## config.mk

```make
export PLATFORM = sky130hd
export DESIGN_NAME = rx_thresh_fifo
export DESIGN_NICKNAME = d
export VERILOG_FILES = /design/src/rtl/rxq_pkg.sv /design/src/rtl/rxq_store.sv /design/src/rtl/rxq_goodcnt.sv /design/src/rtl/rxq_thresh.sv /design/src/rtl/rx_thresh_fifo.sv
export SDC_FILE = /design/constraint.sdc
export NUM_CORES = 1
export LEC_CHECK = 0
export BUFFER_PORTS_ARGS = -buffer_cell sky130_fd_sc_hd__buf_4
export CORE_ASPECT_RATIO = 0.9
export CORE_MARGIN = 5
export CORE_UTILIZATION = 60
export DETAILED_ROUTE_END_ITERATION = 8
export GPL_ROUTABILITY_DRIVEN = 0
export PLACE_DENSITY = 0.87
export SYNTH_ARGS = -nofsm -noshare
export SYNTH_HDL_FRONTEND = slang
export SYNTH_SLANG_ARGS = --single-unit
```

## constraint.sdc

```tcl
create_clock -name clk -period 6.5 [get_ports clk]
set_input_delay 1.3 -clock clk [delete_from_list [all_inputs] [get_ports clk]]
set_output_delay 1.3 -clock clk [all_outputs]
set_load 0.02 [all_outputs]
```

## src/rtl/rxq_pkg.sv

```systemverilog
package rxq_pkg;
   localparam int STAT_W  = 3;
   localparam int PAR_BIT = 0;
   localparam int FRM_BIT = 1;
   localparam int OVR_BIT = 2;
endpackage

```

## src/rtl/rxq_store.sv

```systemverilog
module rxq_store #(
   parameter int DEPTH = 8,
   parameter int DW    = 8,
   parameter int SW    = rxq_pkg::STAT_W,
   localparam int PW   = $clog2(DEPTH),
   localparam int LW   = $clog2(DEPTH + 1)
) (
   input  logic                       clk,
   input  logic                       rst_n,
   input  logic                       push,
   input  logic                       pop,
   input  logic                       mark_ovr,
   input  logic [DW-1:0]              wdata,
   input  logic [SW-1:0]              wstat,
   output logic [DW-1:0]              rdata,
   output logic [SW-1:0]              rstat,
   output logic [PW-1:0]              head,
   output logic [LW-1:0]              level,
   output logic [DEPTH-1:0][SW-1:0]   stat_all
);
   logic [DEPTH-1:0][DW-1:0] data_q;
   logic [DEPTH-1:0][SW-1:0] stat_q;
   logic [PW-1:0]            head_q, tail_q, newest;
   logic [LW-1:0]            cnt_q;

   assign newest = tail_q - PW'(1);

   always_ff @(posedge clk or negedge rst_n) begin
      if (!rst_n) begin
         data_q <= '0;
         stat_q <= '0;
      end else begin
         for (int e = 0; e < DEPTH; e++) begin
            if (push && tail_q == PW'(e)) begin
               data_q[e] <= wdata;
               stat_q[e] <= wstat;
            end else if (mark_ovr && newest == PW'(e)) begin
               stat_q[e][rxq_pkg::OVR_BIT] <= 1'b1;
            end
         end
      end
   end

   always_ff @(posedge clk or negedge rst_n) begin
      if (!rst_n) begin
         head_q <= '0;
         tail_q <= '0;
         cnt_q  <= '0;
      end else begin
         if (push) tail_q <= tail_q + PW'(1);
         if (pop)  head_q <= head_q + PW'(1);
         cnt_q <= cnt_q + LW'(push) - LW'(pop);
      end
   end

   assign rdata    = data_q[head_q];
   assign rstat    = stat_q[head_q];
   assign head     = head_q;
   assign level    = cnt_q;
   assign stat_all = stat_q;


   ovr_mark_chk: assert property (@(posedge clk) disable iff (!rst_n)
      mark_ovr |=> stat_q[$past(newest)][rxq_pkg::OVR_BIT]);
endmodule

```

## src/rtl/rxq_goodcnt.sv

```systemverilog
module rxq_goodcnt #(
   parameter int DEPTH = 8,
   parameter int SW    = rxq_pkg::STAT_W,
   localparam int PW   = $clog2(DEPTH),
   localparam int LW   = $clog2(DEPTH + 1)
) (
   input  logic [DEPTH-1:0][SW-1:0] stat_all,
   input  logic [PW-1:0]            head,
   input  logic [LW-1:0]            level,
   output logic [LW-1:0]            good
);
   logic [DEPTH-1:0] blocked;

   for (genvar i = 0; i < DEPTH; i++) begin : g_slot
      logic [PW-1:0] idx;
      assign idx        = head + PW'(i);
      assign blocked[i] = (LW'(i) >= level) || (|stat_all[idx]);
   end

   always_comb begin
      good = LW'(DEPTH);
      for (int i = DEPTH - 1; i >= 0; i--) begin
         if (blocked[i]) good = LW'(i);
      end
   end
endmodule

```

## src/rtl/rxq_thresh.sv

```systemverilog
module rxq_thresh #(
   parameter int DEPTH = 8,
   parameter int TW    = 4,
   localparam int LW   = $clog2(DEPTH + 1)
) (
   input  logic [TW-1:0] thr_in,
   input  logic [LW-1:0] level,
   output logic [LW-1:0] thr_eff,
   output logic          req,
   output logic          flow
);
   always_comb begin
      if (thr_in == '0)
         thr_eff = LW'(1);
      else if (int'(thr_in) > DEPTH)
         thr_eff = LW'(DEPTH);
      else
         thr_eff = LW'(thr_in);
   end

   assign req  = (level >= thr_eff);
   assign flow = ~req;
endmodule

```

## src/rtl/rx_thresh_fifo.sv

```systemverilog
module rx_thresh_fifo #(
   parameter int DEPTH = 8,
   parameter int DW    = 8,
   parameter int TW    = 4,
   localparam int SW   = rxq_pkg::STAT_W,
   localparam int PW   = $clog2(DEPTH),
   localparam int LW   = $clog2(DEPTH + 1)
) (
   input  logic          clk,
   input  logic          rst_n,
   input  logic          wr_en,
   input  logic [DW-1:0] wr_data,
   input  logic [SW-1:0] wr_stat,
   input  logic          rd_en,
   output logic [DW-1:0] rd_data,
   output logic [SW-1:0] rd_stat,
   input  logic [TW-1:0] rx_thr,
   output logic [LW-1:0] fill_lvl,
   output logic [LW-1:0] clean_cnt,
   output logic          rx_svc_req,
   output logic          flow_ok
);
   initial begin : prm_chk
      assert (DEPTH >= 2 && (DEPTH & (DEPTH - 1)) == 0)
         else $error("DEPTH must be a power of two, at least 2");
      assert (TW >= LW) else $error("TW too narrow for DEPTH");
   end

   logic                     push, pop, mark_ovr, full, empty;
   logic [PW-1:0]            head;
   logic [DEPTH-1:0][SW-1:0] stat_all;
   logic [LW-1:0]            thr_eff;

   assign full     = (fill_lvl == LW'(DEPTH));
   assign empty    = (fill_lvl == '0);
   assign pop      = rd_en && !empty;
   assign push     = wr_en && (!full || rd_en);
   assign mark_ovr = wr_en && full && !rd_en;

   rxq_store #(.DEPTH(DEPTH), .DW(DW), .SW(SW)) u_store (
      .clk(clk), .rst_n(rst_n), .push(push), .pop(pop), .mark_ovr(mark_ovr),
      .wdata(wr_data), .wstat(wr_stat), .rdata(rd_data), .rstat(rd_stat),
      .head(head), .level(fill_lvl), .stat_all(stat_all));

   rxq_goodcnt #(.DEPTH(DEPTH), .SW(SW)) u_good (
      .stat_all(stat_all), .head(head), .level(fill_lvl), .good(clean_cnt));

   rxq_thresh #(.DEPTH(DEPTH), .TW(TW)) u_thr (
      .thr_in(rx_thr), .level(fill_lvl), .thr_eff(thr_eff),
      .req(rx_svc_req), .flow(flow_ok));


   lvl_bound_chk: assert property (@(posedge clk) disable iff (!rst_n)
      fill_lvl <= LW'(DEPTH));

   no_overflow_chk: assert property (@(posedge clk) disable iff (!rst_n)
      (wr_en && full && !rd_en) |=> full);

   full_swap_chk: assert property (@(posedge clk) disable iff (!rst_n)
      (wr_en && rd_en && full) |=> full);

   empty_read_chk: assert property (@(posedge clk) disable iff (!rst_n)
      (rd_en && !wr_en && empty) |=> empty);

   lvl_step_chk: assert property (@(posedge clk) disable iff (!rst_n)
      (wr_en && !rd_en && !full) |=> fill_lvl == $past(fill_lvl) + LW'(1));

   good_le_lvl_chk: assert property (@(posedge clk) disable iff (!rst_n)
      clean_cnt <= fill_lvl);

   good_pop_chk: assert property (@(posedge clk) disable iff (!rst_n)
      (rd_en && !wr_en && clean_cnt != '0) |=> clean_cnt == $past(clean_cnt) - LW'(1));

   thr_range_chk: assert property (@(posedge clk) disable iff (!rst_n)
      thr_eff >= LW'(1) && thr_eff <= LW'(DEPTH));

   flow_req_chk: assert property (@(posedge clk) disable iff (!rst_n)
      rx_svc_req != flow_ok);
endmodule

```

==> flow_summary.toml <==
[floorplan]
rows = 33
initial_core_util = 0.609
core_area_mm2 = 0.00900
io_pins = 40
die_h_um = 101
die-area_mm2 = 0.0111
die_x_um = 111

[global_route]
grt_max_degree = 57
antenna_found_initial = 0
gr-total-overflow = 0
grtUsageTotal = 0.227
grt_first_pass_wirelength_um = 20000
grt_pass1_vias = 3931

[yosys]
synth_top_family_by_area = "multiplexers"
synthDistinctLibCells = 51
synth.area.mux_share = 0.313
avgSynthCellArea_um2 = 12.9
async_flop_share = 1.00
synth_nets = 469
ys_warn_count = 0
synth-edff-count = 0
synth_flop_cell = "dfrtp_1"
synth_seq_cells = 98
yosysSeqAreaShare = 0.447
synth-simple-area-share = 0.0861
synthAdderAreaFrac = 0.0562
synth_compound_area_frac = 0.0489
synth-xor-area-share = 0.0162
syn_area_mm2 = 0.00548
netlist_instances = 426

[power]
p_per_area_mw_per_mm2 = 577
ir_drop_v = 0.000322
fin_total_pwr_mw = 3.49
power_leakage_nw = 2.68

[sta]
setup_viol = 0
max_freq_ghz = 0.217
finClkSkew_ns = 0.0133
finalHoldViolations = 0
max_slew_margin = 0.454
worst_pin_slew_ns = 0.817
finalSetupTns_ns = 0
fin_crit_ns = 4.62
rsz0062_at_grt = "no"
slew_viol_final = 0
final.period_utilization = 0.710
hold_ws_ns = 0.509
fin_ws_ns = 1.88

[drt]
via_per_inst = 6.28
routed_wl_um = 11800
vias = 3675
wl_per_cell_um = 20.2
drt_first_iter_violations = 237
ant_nets = 0
dr.pass1.iters = 5
drc_errors = 0

[run]
cap_violations = 0

[cts]
postCtsHoldBufs = 0
clk_pin_slew_ns = 0.10
cts_setup_buffers = 0
root_buffer = "clkbuf_8"
cts_made_buffers = 9
cts_max_level = 3
cts.sink_count = 98
post_cts_resized = 0
clk_latency_ns = 0.36
cts_max_path_buffers = 2
cts_tree = "built"

[layout]
drive_gt1_frac = 0.382
synthToLayoutAreaGrowth_pct = 10.6
nNetsFinal = 502
fillers = 679
final_cell_mix = "97 x dfrtp_1, 85 x mux2_2, 43 x buf_4"
layout_commonest_cell = "dfrtp_1"
diodes = 0
stdcell_area_mm2 = 0.00606

[critical_path]
critPathMaxStageDelay_ns = 0.84
r2r_cells = 7
worstSetupEndpointType = "output pin"
worst_setup_path_start_kind = "register"
rrSetupSlack_ns = 3.49
crit_path_cell_trace = "buf_4, mux4_2, mux2_2, nor4b_4, nor2b_1, a31oi_1, o21ai_1, buf_4"
path_common_cell = "buf_4"
slowest_stage = "dfrtp_1"
worstPathArrival_ns = 3.32
crit_required_ns = 5.20
regToRegEndpoint = "u_store.data_q[54]"
r2r_start = "u_store.level[2]"
path_class = "reg -> out"
worstPathMaxFanout = 17

[placed_design]
io_buffers = 39
pre_cts_slack_ns = 2.29
hpwlAfterDp_um = 8150
place_area_mm2 = 0.00585

[worst_hold_path]
hold_start = "u_store.data_q[15]"
hp-class = "reg -> reg"
hold-path-cell-count = 1
worstHoldEndpoint = "u_store.data_q[15]"

[status]
status = "completed"
==> power breakdown <==
part | leakage, nW | switching, mW | total (mW) | internal [mW]
Clock | 0.107 | 0.207 | 0.426 | 0.218
Combinational | 1.40 | 0.935 | 1.91 | 0.971
Sequential | 1.17 | 0.242 | 1.16 | 0.919
Total | 2.68 | 1.38 | 3.49 | 2.11
==> worst max-delay path by stage <==
stage / startpoint / to / slack [ns]
2_1_floorplan: u_store.head[1] / clean_cnt[0] / 2.44
3_3_place_gp: u_store.head[1] / clean_cnt[0] / 2.37
3_5_place_dp: u_store.head[2] / clean_cnt[0] / 2.29
4_1_cts: u_store.head[2] / clean_cnt[0] / 1.87
5_1_grt: u_store.head[2] / clean_cnt[2] / 1.65
6_report: u_store.head[2] / clean_cnt[0] / 1.88
==> routing by layer <==
metal  vias up  wire length [um]  GRT usage
met4         0               278     0.0890
met3        30               670     0.0408
met1      1866              4850      0.287
li1       1632                 -          -
met2       147              6030      0.393
met5         -                 0          0
==> kinds of logic (layout without fill, tap and decap cells) <==
group,after synthesis,count (layout)
muxes,121,121
DFF,98,98
and+or+nand+nor,95,95
AOI/OAI and AO/OA,41,41
buffers and inverters,39,76
adders and majority gates,24,24
xor gates and xnor gates,8,8
==> critical path, delay by kind of cell, from the launching register on <==
family | cells | cell delay, ns
mux | 2 | 0.86
flops | 1 | 0.84
buf+inv | 2 | 0.56
simple gates | 2 | 0.53
compound gates | 2 | 0.15
==> final cells by class <==
| class | count | area (um2) | area share |
|---|---|---|---|
| clock buffer | 10 | 128 | 0.0211 |
| sequential | 98 | 2450 | 0.405 |
| clock inverter | 5 | 86.3 | 0.0142 |
| multi-input combinational | 289 | 2850 | 0.470 |
| tap | 122 | 153 | 0.0252 |
| inverter | 18 | 67.6 | 0.0112 |
| timing repair buffer | 43 | 323 | 0.0533 |
==> per-stage QoR <==
| step | cells | util |
|---|---|---|
| final | 585 | 0.673 |
| after global routing | 585 | 0.673 |
| after CTS | 585 | 0.673 |
| after detailed placement | 570 | 0.649 |
| after global placement | 570 | 0.649 |
| after floorplan | 426 | - |
==> synthesized netlist by cell type (all sizes together), types with 2 or more instances <==
cell	number	area, um2
nor2b	4	25.0
buf	17	95.1
mux4	31	706
nand4	2	12.5
inv	16	60.1
ha	23	288
nand2b	2	12.5
mux2	85	957
nor2	21	78.8
a211oi	2	15.0
o21ai	4	20.0
nand3	6	30.0
nor4	3	18.8
nor3	11	60.1
nor4b	2	32.5
a21o	3	22.5
a21oi	20	100
dfrtp	98	2450
xnor2	5	43.8
mux2i	5	50.1
a2111oi	4	42.5
and3	2	17.5
clkbuf	4	16.3
xor2	3	45.1
clkinv	2	7.51
nand2	36	135
a22oi	2	15.0
==> flip-flops by register name, indices dropped and copies added (netlist names) <==
| name | count |
|---|---|
| u_store.tail_q | 3 |
| u_store.data_q | 64 |
| u_store.head | 3 |
| u_store.stat_all | 24 |
| u_store.level | 4 |
Power figures use the tool's default switching activity.
